**src/rtl/thr_pkg.sv**
```systemverilog
package thr_pkg;

    typedef enum logic {
        SER_IDLE = 1'b0,
        SER_RUN  = 1'b1
    } ser_state_e;

endpackage

```
**src/rtl/thr_regfile.sv**
```systemverilog
module thr_regfile #(
    parameter int CODE_W = 12,
    parameter int N_DAC  = 3,
    parameter int ADDR_W = 3
) (
    input  logic                                 clk,
    input  logic                                 rst_n,
    input  logic                                 wr_en,
    input  logic [ADDR_W-1:0]                    wr_addr,
    input  logic [CODE_W-1:0]                    wr_data,
    input  logic [ADDR_W-1:0]                    rd_addr,
    output logic [CODE_W-1:0]                    rd_data,
    output logic [N_DAC-1:0][2*CODE_W-1:0]       frames,
    output logic [N_DAC-1:0]                     wr_hit
);
    localparam int N_REG = 2 * N_DAC;

    typedef struct packed {
        logic [N_REG-1:0][CODE_W-1:0] regs;
    } rf_t;

    rf_t st_d, st_q;

    // Write decode: even address is the lower code, odd the upper code.
    always_comb begin
        st_d   = st_q;
        wr_hit = '0;
        for (int i = 0; i < N_REG; i++) begin
            if (wr_en && wr_addr == ADDR_W'(i)) begin
                st_d.regs[i] = wr_data;
                wr_hit[i/2]  = 1'b1;
            end
        end
    end

    always_comb begin
        rd_data = '0;
        for (int i = 0; i < N_REG; i++) begin
            if (rd_addr == ADDR_W'(i)) begin
                rd_data = st_q.regs[i];
            end
        end
    end

    // Frame word per DAC: upper code in the high half, sent first.
    for (genvar d = 0; d < N_DAC; d++) begin : g_frame
        assign frames[d] = {st_q.regs[2*d+1], st_q.regs[2*d]};
    end

    always_ff @(posedge clk or negedge rst_n) begin
        if (!rst_n) begin
            st_q <= '0;
        end else begin
            st_q <= st_d;
        end
    end

endmodule

```
**src/rtl/thr_arbiter.sv**
```systemverilog
module thr_arbiter #(
    parameter int N_DAC = 3,
    parameter int IDX_W = 2
) (
    input  logic             clk,
    input  logic             rst_n,
    input  logic [N_DAC-1:0] set_req,
    input  logic             grant_en,
    output logic             grant_valid,
    output logic [IDX_W-1:0] grant_idx,
    output logic [N_DAC-1:0] pending
);
    typedef struct packed {
        logic [N_DAC-1:0] pend;
    } arb_t;

    arb_t st_d, st_q;
    logic found;

    // Lowest pending index wins; a new request beats a same-cycle clear.
    always_comb begin
        st_d        = st_q;
        found       = 1'b0;
        grant_idx   = '0;
        for (int i = 0; i < N_DAC; i++) begin
            if (!found && st_q.pend[i]) begin
                found     = 1'b1;
                grant_idx = IDX_W'(i);
            end
        end
        grant_valid = found && grant_en;
        if (grant_valid) begin
            for (int i = 0; i < N_DAC; i++) begin
                if (grant_idx == IDX_W'(i)) begin
                    st_d.pend[i] = 1'b0;
                end
            end
        end
        st_d.pend = st_d.pend | set_req;
    end

    assign pending = st_q.pend;

    // Reset leaves every DAC pending so each is loaded once.
    always_ff @(posedge clk or negedge rst_n) begin
        if (!rst_n) begin
            st_q.pend <= '1;
        end else begin
            st_q <= st_d;
        end
    end

endmodule

```
**src/rtl/thr_serializer.sv**
```systemverilog
module thr_serializer
    import thr_pkg::*;
#(
    parameter int N_DAC    = 3,
    parameter int FRAME_W  = 24,
    parameter int SCLK_DIV = 4,
    parameter int IDX_W    = 2
) (
    input  logic               clk,
    input  logic               rst_n,
    input  logic               start,
    input  logic [IDX_W-1:0]   start_idx,
    input  logic [FRAME_W-1:0] start_word,
    output logic               active,
    output logic               sclk,
    output logic               din,
    output logic [N_DAC-1:0]   cs_n
);
    localparam int HALF      = SCLK_DIV / 2;
    localparam int DIV_W     = (HALF > 1) ? $clog2(HALF) : 1;
    localparam int HP_LAST_R = 2 * FRAME_W - 1;   // half period of the last rise
    localparam int HP_FALL   = 2 * FRAME_W;       // final falling edge
    localparam int HP_CS_OFF = 2 * FRAME_W + 1;   // select released
    localparam int HP_DONE   = 2 * FRAME_W + 2;   // frame over
    localparam int HP_W      = $clog2(HP_DONE + 1);

    typedef struct packed {
        ser_state_e         state;
        logic [DIV_W-1:0]   div;
        logic [HP_W-1:0]    hp;
        logic [FRAME_W-1:0] shreg;
        logic               sclk;
        logic               din;
        logic [N_DAC-1:0]   cs_n;
    } ser_t;

    ser_t st_d, st_q;
    logic [HP_W-1:0] nh;

    always_comb begin
        st_d = st_q;
        nh   = st_q.hp + 1'b1;
        case (st_q.state)
            SER_IDLE: begin
                if (start) begin
                    st_d.state = SER_RUN;
                    st_d.div   = '0;
                    st_d.hp    = '0;
                    st_d.shreg = start_word;
                    st_d.din   = start_word[FRAME_W-1];
                    st_d.sclk  = 1'b0;
                    for (int i = 0; i < N_DAC; i++) begin
                        st_d.cs_n[i] = (start_idx != IDX_W'(i));
                    end
                end
            end
            SER_RUN: begin
                if (st_q.div == DIV_W'(HALF - 1)) begin
                    st_d.div = '0;
                    st_d.hp  = nh;
                    if (nh == HP_W'(HP_DONE)) begin
                        st_d.state = SER_IDLE;
                        st_d.hp    = '0;
                    end else if (nh == HP_W'(HP_CS_OFF)) begin
                        st_d.cs_n = '1;
                    end else if (nh[0]) begin
                        st_d.sclk = 1'b1;
                    end else begin
                        st_d.sclk = 1'b0;
                        if (nh < HP_W'(HP_FALL)) begin
                            st_d.shreg = {st_q.shreg[FRAME_W-2:0], 1'b0};
                            st_d.din   = st_q.shreg[FRAME_W-2];
                        end
                    end
                end else begin
                    st_d.div = st_q.div + 1'b1;
                end
            end
            default: st_d.state = SER_IDLE;
        endcase
    end

    assign active = (st_q.state == SER_RUN);
    assign sclk   = st_q.sclk;
    assign din    = st_q.din;
    assign cs_n   = st_q.cs_n;

    always_ff @(posedge clk or negedge rst_n) begin
        if (!rst_n) begin
            st_q.state <= SER_IDLE;
            st_q.div   <= '0;
            st_q.hp    <= '0;
            st_q.shreg <= '0;
            st_q.sclk  <= 1'b0;
            st_q.din   <= 1'b0;
            st_q.cs_n  <= '1;
        end else begin
            st_q <= st_d;
        end
    end

    // The last rise index must fit the half-period counter.
    initial begin
        if (HP_LAST_R >= HP_DONE || SCLK_DIV < 2 || (SCLK_DIV % 2) != 0) begin
            $display("thr_serializer: SCLK_DIV must be even and at least 2");
        end
    end

endmodule

```
**src/rtl/thr_dac_loader.sv**
```systemverilog
module thr_dac_loader #(
    parameter  int CODE_W   = 12,
    parameter  int N_DAC    = 3,
    parameter  int SCLK_DIV = 4,
    localparam int ADDR_W   = $clog2(2 * N_DAC),
    localparam int IDX_W    = (N_DAC > 1) ? $clog2(N_DAC) : 1
) (
    input  logic              clk,
    input  logic              rst_n,
    input  logic              wr_en,
    input  logic [ADDR_W-1:0] wr_addr,
    input  logic [CODE_W-1:0] wr_data,
    input  logic [ADDR_W-1:0] rd_addr,
    output logic [CODE_W-1:0] rd_data,
    output logic              busy,
    output logic              dac_sclk,
    output logic              dac_din,
    output logic [N_DAC-1:0]  dac_cs_n
);
    localparam int FRAME_W = 2 * CODE_W;

    logic [N_DAC-1:0][FRAME_W-1:0] frames;
    logic [N_DAC-1:0]              wr_hit;
    logic [N_DAC-1:0]              pending;
    logic                          grant_valid;
    logic [IDX_W-1:0]              grant_idx;
    logic [FRAME_W-1:0]            grant_word;
    logic                          ser_active;

    thr_regfile #(
        .CODE_W (CODE_W),
        .N_DAC  (N_DAC),
        .ADDR_W (ADDR_W)
    ) u_regs (
        .clk     (clk),
        .rst_n   (rst_n),
        .wr_en   (wr_en),
        .wr_addr (wr_addr),
        .wr_data (wr_data),
        .rd_addr (rd_addr),
        .rd_data (rd_data),
        .frames  (frames),
        .wr_hit  (wr_hit)
    );

    thr_arbiter #(
        .N_DAC (N_DAC),
        .IDX_W (IDX_W)
    ) u_arb (
        .clk         (clk),
        .rst_n       (rst_n),
        .set_req     (wr_hit),
        .grant_en    (!ser_active),
        .grant_valid (grant_valid),
        .grant_idx   (grant_idx),
        .pending     (pending)
    );

    always_comb begin
        grant_word = '0;
        for (int i = 0; i < N_DAC; i++) begin
            if (grant_idx == IDX_W'(i)) begin
                grant_word = frames[i];
            end
        end
    end

    thr_serializer #(
        .N_DAC    (N_DAC),
        .FRAME_W  (FRAME_W),
        .SCLK_DIV (SCLK_DIV),
        .IDX_W    (IDX_W)
    ) u_ser (
        .clk        (clk),
        .rst_n      (rst_n),
        .start      (grant_valid),
        .start_idx  (grant_idx),
        .start_word (grant_word),
        .active     (ser_active),
        .sclk       (dac_sclk),
        .din        (dac_din),
        .cs_n       (dac_cs_n)
    );

    assign busy = ser_active | (|pending);

endmodule

```
**config.mk**
```make
export PLATFORM = sky130hd
export DESIGN_NAME = thr_dac_loader
export DESIGN_NICKNAME = d
export VERILOG_FILES = /design/src/rtl/thr_pkg.sv /design/src/rtl/thr_regfile.sv /design/src/rtl/thr_arbiter.sv /design/src/rtl/thr_serializer.sv /design/src/rtl/thr_dac_loader.sv
export SDC_FILE = /design/constraint.sdc
export NUM_CORES = 1
export LEC_CHECK = 0
export CAP_MARGIN = 20
export CORE_MARGIN = 1
export CORE_UTILIZATION = 25
export CTS_CLUSTER_DIAMETER = 60
export DETAILED_ROUTE_END_ITERATION = 6
export GPL_TIMING_DRIVEN = 0
export SETUP_SLACK_MARGIN = 0.5
export SLEW_MARGIN = 25
export SYNTH_ARGS = -nofsm -noshare
export SYNTH_HDL_FRONTEND = slang
export SYNTH_HIERARCHICAL = 1
export SYNTH_SLANG_ARGS = --single-unit
```
**constraint.sdc**
```tcl
create_clock -name clk -period 1.9 [get_ports clk]
set_clock_uncertainty 0.05 [all_clocks]
set_input_delay 0.285 -clock clk [delete_from_list [all_inputs] [get_ports clk]]
set_output_delay 0.285 -clock clk [all_outputs]
set_load 0.02 [all_outputs]
```
# Yosys cells after proc, flatten, opt, wreduce, memory -nomap -nowiden
# Index checks and enable logic that the tools add are counted.
dict set report totals {
  reg_bits 111
}
dict set report op_classes {
  n_addsub 2
  order_cmp 1
  n_eq_ne 23
  muxes 39
  bitwise_logic 3
  reduce_logical 21
}
# operator n
set op_table {}
lappend op_table {{$mux 24} 5}
lappend op_table {{$pmux 37 s2} 1}
lappend op_table {{$mux 12} 6}
lappend op_table {{$mux 37} 1}
lappend op_table {{$mux 35} 1}
lappend op_table {{$mux 29} 1}
lappend op_table {{$mux 26} 1}
lappend op_table {{$mux 1} 19}
lappend op_table {{$ne 2x2->1 const B} 8}
lappend op_table {{$eq 3x2->1 const B} 4}
lappend op_table {{$eq 3x3->1 const B} 4}
lappend op_table {{$eq 6x6->1 const B} 2}
lappend op_table {{$logic_and 1x1->1} 9}
lappend op_table {{$reduce_and 4->1} 2}
lappend op_table {{$add 6x1->6 const B} 1}
lappend op_table {{$eq 3x1->1 const B} 2}
lappend op_table {{$logic_not 3->1} 2}
lappend op_table {{$lt 6x6->1 const B} 1}
lappend op_table {{$mux 3} 2}
lappend op_table {{$mux 6} 1}
lappend op_table {{$reduce_and 6->1} 1}
lappend op_table {{$logic_not 1->1} 3}
lappend op_table {{$or 3x3->3} 1}
lappend op_table {{$reduce_or 3->1} 1}
lappend op_table {{other kinds (10)} 10}

# Depth between registers and ports, before layout
# Gate-level depths: netlist (run 1).
dict set report logic_depth {
  ltp_word 13
  mapped_depth 9
  ltp_nobuf 8
}

# By module
# Netlist (run 1), hierarchy kept.
# mod n_inst cells_each area_per_inst_um2 seq_area_each_um2
set modules_own_cells {}
lappend modules_own_cells {thr_regfile 1 243 3363.2 1801.7}
lappend modules_own_cells {thr_serializer 1 164 1966.9 904.6}
lappend modules_own_cells {thr_dac_loader 1 60 706.9 0.0}
lappend modules_own_cells {thr_arbiter 1 14 148.9 78.8}

# Worst setup path before layout (run 1)
# No wires, ideal clock.
dict set report synth_path {
  path_kind {flip-flop to flip-flop}
  start {register u_arb.st_q (netlist bit u_arb/pending[1])}
  end {register u_ser/st_q[14] (netlist bit)}
  setup_ps 125
  arrival_ps 1846
  slack_ps -121
  stages_incl_launch_ff 8
  synth_period_minus_slack_ps 2021
  cell_sequence {dfstp_2 > nor2b_1 > buf_6 > buf_6 > mux2i_1 > o2bb2ai_2 > a22o_1 > mux2_4}
}
dict set report synth_via {
  elab_chain_cells 11
  word_cells_on_any_way 18
  cone_classes {3 x eq/ne; 9 x mux; 6 x reduce/logical}
}
# item line_no
set synth_rtl {}
lappend synth_rtl {{start: declaration} thr_arbiter.sv:17} ;# arb_t st_d, st_q;
lappend synth_rtl {{start signal: assignment} thr_arbiter.sv:49} ;# st_q <= st_d;
lappend synth_rtl {{$logic_and 1x1->1 (*)} thr_arbiter.sv:26} ;# if (!found && st_q.pend[i]) begin
lappend synth_rtl {{$mux 1} thr_arbiter.sv:26}
lappend synth_rtl {{$logic_not 1->1} thr_arbiter.sv:26}
lappend synth_rtl {{$logic_and 1x1->1} thr_arbiter.sv:26}
lappend synth_rtl {{$mux 2 (*)} thr_arbiter.sv:26}
lappend synth_rtl {{net grant_idx[0]} thr_dac_loader.sv:26} ;# logic [IDX_W-1:0] grant_idx;
lappend synth_rtl {{$logic_not 2->1} thr_dac_loader.sv:62} ;# if (grant_idx == IDX_W'(i)) begin
lappend synth_rtl {{$mux 24 (2 in a row)} thr_dac_loader.sv:62}
lappend synth_rtl {{$mux 24 (*)} thr_dac_loader.sv:62}
lappend synth_rtl {{net grant_word[9]} thr_dac_loader.sv:27} ;# logic [FRAME_W-1:0] grant_word;
lappend synth_rtl {{$mux 37 (*)} thr_serializer.sv:45} ;# if (start) begin
lappend synth_rtl {{$pmux 37 s2 (*)} thr_serializer.sv:43} ;# case (st_q.state)
lappend synth_rtl {{end signal: assignment} thr_serializer.sv:98} ;# st_q <= st_d;
lappend synth_rtl {{end: declaration} thr_serializer.sv:37} ;# ser_t st_d, st_q;
# The timed path passes the listed nets; every way through them passes the cells marked *. The select of a mux whose other input is x is not followed.
# A chain may end at the register's enable or synchronous reset.

# Final worst setup path (run 1)
dict set report layout_path {
  start {register u_arb.st_q (netlist bit u_arb/pending[1])}
  end {register u_ser/st_q[20] (netlist bit)}
}
# The elaborated chain is that of the path after synthesis.

==> results of run 1 <==
## through the flow
step	util [%]	instance area (um2)	setup slack, ns	power [mW]
4_1_cts	35.19	8557	-0.1701	11.22
2_1_floorplan	-	6500	-0.05728	6.602
3_3_place_gp	29.88	7266	-3.590	7.613
6_report	35.81	8708	-0.1799	11.38
5_1_grt	35.81	8708	-0.2359	11.93
3_5_place_dp	29.99	7295	-0.8110	7.739
## area by class of cell
class	count	area [um2]
tap	324	405.4
sequential	111	2789
clock inverter	3	67.56
buffer	39	481.7
inverter	7	28.78
clock buffer	13	250.2
fill	2305	15610
multi-input combinational	324	3676
timing repair buffer	103	1010
## worst max path at each step
| stage | from | end | cells after the start | slack [ns] |
|---|---|---|---|---|
| after floorplan | u_arb/pending[1]$_DFF_PN1_ | u_ser/st_q[14]$_DFFE_PN0P_ | 7 | -0.06 |
| after global placement | rst_n | u_ser/sclk$_DFFE_PN0P_ | 1 | -3.59 |
| after detailed placement | rd_addr[2] | rd_data[8] | 6 | -0.81 |
| after CTS | u_arb/pending[1]$_DFF_PN1_ | u_ser/st_q[25]$_DFFE_PN0P_ | 8 | -0.17 |
| after global routing | u_arb/pending[1]$_DFF_PN1_ | u_ser/st_q[27]$_DFFE_PN0P_ | 8 | -0.24 |
| final | u_arb/pending[1]$_DFF_PN1_ | u_ser/st_q[20]$_DFFE_PN0P_ | 8 | -0.18 |
## layer usage
metal  share of wire, %  up-vias
li1                   -     2031
met1                 45     2266
met5                  0        -
met3                4.0       14
met4                1.2        0
met2                 50       77
## where the power goes
group / internal [mW] / leakage [nW] / switching (mW)
combinational: 3.21 / 2.06 / 2.51
sequential: 3.03 / 1.37 / 0.557
clock: 1.19 / 0.150 / 0.867
total: 7.44 / 3.58 / 3.94
## flip-flops by register name, summed over array words and instances, names as in the netlist
| register | cells |
|---|---|
| u_arb/pending | 3 |
| u_ser/active | 1 |
| u_ser/cs_n | 3 |
| u_ser/st_q | 30 |
| u_ser/sclk | 1 |
| u_regs/frames | 72 |
| u_ser/din | 1 |
## layout by cell type (no fill, tap or decap), drive strengths merged, types with 2 or more instances in the layout
cell / n
inv: 7
nor3b: 3
nand2b: 4
o2bb2ai: 24
clkdlybuf4s15: 2
bufinv: 2
a31oi: 2
a21o: 3
nand3: 3
clkbuf: 24
o21ai: 8
nor3: 4
mux2: 96
nand2: 24
xnor2: 3
ha: 3
a22o: 25
mux2i: 48
buf: 115
o21a: 12
nand3b: 15
o221ai: 12
nor2: 8
o22ai: 3
and3b: 3
clkdlybuf4s50: 12
nor2b: 5
dfrtp: 105
or4: 2
and2: 3
or3: 2
dfstp: 6
## worst reg2reg max path: cells and delay by family, from the launching register on
family	cells	cell delay, ns
multiplexers	2	0.50
buffers and inverters	3	0.40
AND/OR/NAND/NOR	1	0.17
flip-flops	1	0.55
AO/OA/AOI/OAI	2	0.30
## logic make-up (layout without fill, tap and decap cells)
kind of cell | after synthesis | after routing | synth area share (%)
compound gates | 94 | 94 | 14.66
xor+xnor | 3 | 3 | 0.4248
fa+ha+maj | 3 | 3 | 0.6069
buf+inv | 46 | 165 | 5.097
flops | 111 | 111 | 45.02
mux | 144 | 144 | 26.40
simple gates | 80 | 80 | 7.787
## what timing repair did
action	in CTS	in global routing
gates cloned	3	0
hold buffers	1	0
endpoints found under the setup margin	122	115
endpoints found under the hold margin	47	0
buffers inserted	49	13
resized for setup	216	27
pin swaps	30	18
==> results_dict.tcl, run 1 <==
set metrics [dict create \
    status "finished, violations left" \
    violations "negative setup slack" \
    synth-edff-count 0 \
    use_met1_pct 18.48 \
    ys_types 51 \
    grt_pass1_vias 4709 \
    synth_top_area_share_pct 42.48 \
    drv_cap 0 \
    arrival_ns 2.28 \
    relSlewSlack_pct 66.67 \
    place.detailed.instances 842 \
    top_usage_layer "met2" \
    powerDensity_mw_per_mm2 1306 \
    drtIter0Drc 195 \
    routabilityCongestion 0.7801 \
    clockRootBuffer "clkbuf_16" \
    clockBufferDepth 2 \
    synthesis.area_mm2 0.006186 \
    antenna_found_initial 0 \
    max_freq_mhz 480.8 \
    drc_errors 0 \
    cts_tree "done" \
    synthTopCellsByCount "dfrtp_1, mux2_2, mux2i_1" \
    maxSlewViolCount 0 \
    numPortBuffers 36 \
    grt.met3_usage_pct 2.501 \
    synth_nets 505 \
    ios 39 \
    final-instance-count-excl-fill 924 \
    fp.dieH_um 159.3 \
    hold_depth 4 \
    worst-path-max-fanout 5 \
    ys.flop_type "dfrtp_1" \
    synth_area_per_cell_um2 12.86 \
    clk_latency_ns 0.36 \
    crit_buf_inv 3 \
    p_leak_nw 3.575 \
    whs_ns 0.3308 \
    dp_hpwl_um 11330 \
    row_count 57 \
    synthArstFlopShare_pct 100.0 \
    r2r_end "u_ser/st_q[20]$_DFFE_PN0P_" \
    grt-ovfl-total 0 \
    routed_wl_um 17190 \
    finalCriticalPeriod_ns 2.080 \
    fp.dieW_um 159.3 \
    vias_per_cell 4.749 \
    cp_slowest_stage_delay_ns 0.55 \
    min_to "u_arb/pending[0]$_DFF_PN1_" \
    finalSetupTns_ns -3.097 \
    rsz0062_at_grt "yes" \
    min_path_type "in2reg" \
    synth.area.top_cells "dfrtp_1, mux2_2, mux2i_1" \
    crit_required_ns 2.10 \
    cts.sinks 111 \
    core_area_mm2 0.02432 \
    seq_area_frac_synth_pct 45.02 \
    cp_top_family "flip-flops" \
    yosysTopAreaCell "dfrtp_1" \
    crit_chain "nor2b_4 > buf_12 > buf_12 > buf_12 > mux2i_4 > o2bb2ai_2 > a22o_1 > mux2_4" \
    vdd.ir_drop.worst_uv 524.9 \
    finalHoldViolCount 0 \
    drive_gt1_share_pct 55.83 \
    r2r_start "u_arb/pending[1]$_DFF_PN1_" \
    yosysMostFrequentCell "dfrtp_1" \
    r2r_setup_slack_ns -0.18 \
    ys_warn_count 6 \
    drtAntennaViolNets 0 \
    initial_core_util_pct 25.44 \
    dr.pass1.iters 7 \
    period_share_pct 109.5 \
    synth_cells 481 \
    htreeDepth 3 \
    cpMaxStageDelayCell "dfstp_2" \
    worstSetupEndpointType "register" \
    reg2reg_depth 8 \
    nNetsFinal 619 \
    via_count 4388 \
    crit_type "reg2reg" \
    hp-start "wr_addr[2]" \
    ys_ff_latch 111 \
    setup_violations 25 \
    cts_buffers 9 \
    crit_path_start_kind "register" \
    worst_slack_ns -0.1799 \
    grt_first_pass_wirelength_um 27260 \
    clk_pin_slew_ns 0.07 \
    grt_max_degree 62 \
    grt_use_met2_pct 23.60 \
    area_growth_pct 40.78 \
    die_area_mm2 0.02538 \
    cp_common_cell "buf_12" \
    worst_slew_pin_slew_ns 0.4999 \
    wl_per_cell_um 18.60 \
    grt_usage_pct 14.04 \
    antenna_cells 0 \
]
Power figures use the tool's default switching activity.
==> inputs of run 2 (changes only) <==
Settings changed: CORE_MARGIN 1 to unset, CORE_UTILIZATION 25 to 30, PLACE_DENSITY set to 0.5.
==> run 2 against run 1 <==
The run still ends with negative setup slack left; worst setup slack worse by 0.011 ns; largest power group unchanged; maximum frequency down 0.51%; total power down 0.24%; critical endpoint is now u_ser/st_q[21]$_DFFE_PN0P_; sequential share of layout area up 0.67 points; flip-flop and latch count unchanged; register-to-register slack about the same; clock power up 4%; routed wire length up 2.7%; via count about the same; count of clock-buffer cells in the layout down 3; utilization up 6.3 points.
==> results_dict.tcl, run 2 (same netlist as run 1, synthesis figures left out) <==
set metrics [dict create \
    max_freq_mhz 478.3 \
    antenna_cells 0 \
    register_area_mm2 0.002788 \
    finalHoldViolCount 0 \
    period_share_pct 110.0 \
    htreeDepth 3 \
    crit_required_ns 2.09 \
    cts_tree "done" \
    p_int_mw 7.361 \
    worst-path-max-fanout 7 \
    cts_buffers 9 \
    antenna_found_initial 0 \
    relSlewSlack_pct 67.70 \
    drc_errors 0 \
    clockBufferDepth 2 \
    routed_wl_um 17650 \
    finalCoreUtilization_pct 42.14 \
    multiInputGateArea_mm2 0.003643 \
    violations "negative setup slack" \
    worst_slew_pin_slew_ns 0.4845 \
    cts.sinks 111 \
    min_path_type "in2reg" \
    fp.dieH_um 145.6 \
    clk_latency_ns 0.36 \
    power_mw 11.35 \
    p_leak_nw 3.496 \
    layout_common_cells "dfrtp_1, mux2_2, buf_4" \
    finalCriticalPeriod_ns 2.091 \
    nNetsFinal 606 \
    routabilityCongestion 0.8040 \
    drtAntennaViolNets 0 \
    grt-ovfl-total 0 \
    crit_type "reg2reg" \
    crit_path_start_kind "register" \
    maxSlewViolCount 0 \
    worstSetupEndpointType "register" \
    area_growth_pct 37.84 \
    row_count 52 \
    drv_cap 0 \
    placed_area_mm2 0.007227 \
    drtIter0Drc 156 \
    setup_violations 23 \
    core_area_mm2 0.02023 \
    arrival_ns 2.28 \
    die_area_mm2 0.02120 \
    dp_hpwl_um 11290 \
    layout_commonest_cell "dfrtp_1" \
    worst_slack_ns -0.1906 \
    vdd.ir_drop.worst_uv 553.0 \
    fp.dieW_um 145.6 \
    dr.pass1.iters 4 \
    swShare_pct 35.13 \
    drive_gt1_share_pct 55.03 \
    vias_per_cell 5.117 \
    grt_pass1_vias 4708 \
    wl_per_cell_um 20.59 \
    whs_ns 0.3134 \
    clockRootBuffer "clkbuf_16" \
    fill_cells 1851 \
    post-place-ws_ns -0.8330 \
    grt_max_degree 71 \
    grt_first_pass_wirelength_um 27900 \
    p_clk_share_pct 18.9 \
    clk_pin_slew_ns 0.08 \
    rsz0062_at_grt "yes" \
    via_count 4385 \
    ios 39 \
    design_area_mm2 0.008527 \
    largest_reg_flops 72 \
    power_frac_seq_pct 31.5 \
    initial_core_util_pct 30.57 \
    numPortBuffers 36 \
    p_comb_share_pct 49.6 \
    powerDensity_mw_per_mm2 1331 \
    power_switching_mw 3.987 \
    grt_usage_pct 17.56 \
    status "finished, violations left" \
]
## run 2: power groups by stage
stage                     clock network [mW]  registers [mW]  logic (mW)
after detailed placement                   0            3.60        4.16
after global routing                    2.29            3.67        5.98
after CTS                               2.21            3.58        5.59
after floorplan                            0            3.46        3.15
final                                   2.14            3.58        5.63
after global placement                     0            3.58        4.11
## run 2: final timing paths
| path | start | end | slack, ns | depth (start not counted) |
|---|---|---|---|---|
| worst max-delay path | u_arb/pending[1]$_DFF_PN1_ | u_ser/st_q[21]$_DFFE_PN0P_ | -0.19 | 9 |
| worst min-delay path | wr_addr[2] | u_arb/pending[0]$_DFF_PN1_ | 0.31 | 4 |
| worst max register to register | u_arb/pending[1]$_DFF_PN1_ | u_ser/st_q[21]$_DFFE_PN0P_ | -0.19 | 9 |
| worst min register to register | u_ser/st_q[25]$_DFFE_PN0P_ | u_ser/st_q[25]$_DFFE_PN0P_ | 0.46 | 1 |
| max in group asynchronous | rst_n | u_ser/st_q[12]$_DFFE_PN0P_ | 0.72 | 3 |
| min in group asynchronous | rst_n | u_ser/sclk$_DFFE_PN0P_ | 0.36 | 2 |
## run 2: what timing repair did
| action | in CTS | in global routing |
|---|---|---|
| pin swaps | 43 | 5 |
| setup endpoints to repair | 118 | 86 |
| gates resized for setup | 201 | 9 |
| setup buffers | 40 | 8 |
| endpoints found under the hold margin | 41 | 0 |
| cloned | 4 | 0 |
| hold buffers | 1 | 0 |
## run 2: worst max-delay path, cell delays in order, from the launching register on
cell and delay, ns:
dfstp_2 0.55, nor2b_4 0.18, buf_12 0.14, buf_12 0.10
nor2b_4 0.03, buf_8 0.14, buf_12 0.15, o2bb2ai_2 0.16
a22o_1 0.21, mux2_2 0.25
## run 2: area by class of cell
| class | instances | area share [%] |
|---|---|---|
| inverters | 7 | 0.3081 |
| repair buffers | 90 | 11.02 |
| multi-input cells | 324 | 42.73 |
| flip-flops and latches | 111 | 32.69 |
| clock buffers | 10 | 2.803 |
| well taps | 270 | 3.962 |
| plain buffers | 39 | 5.400 |
| clock inverters | 6 | 1.086 |
## run 2: metrics by stage
step,TNS [ns],instances
6_report,-3.695,857
3_5_place_dp,-29.10,788
5_1_grt,-5.440,857
2_1_floorplan,-1.297,481
3_3_place_gp,-462.87,787
4_1_cts,-3.613,849
## run 2: metal layers
metal / part of all wire [%] / global-route usage [%] / wire (um)
met5: 0 / 0 / 0
met3: 2.9 / 2.571 / 503
met2: 51 / 30.12 / 9077
met4: 1.3 / 5.684 / 226
met1: 44 / 22.71 / 7841
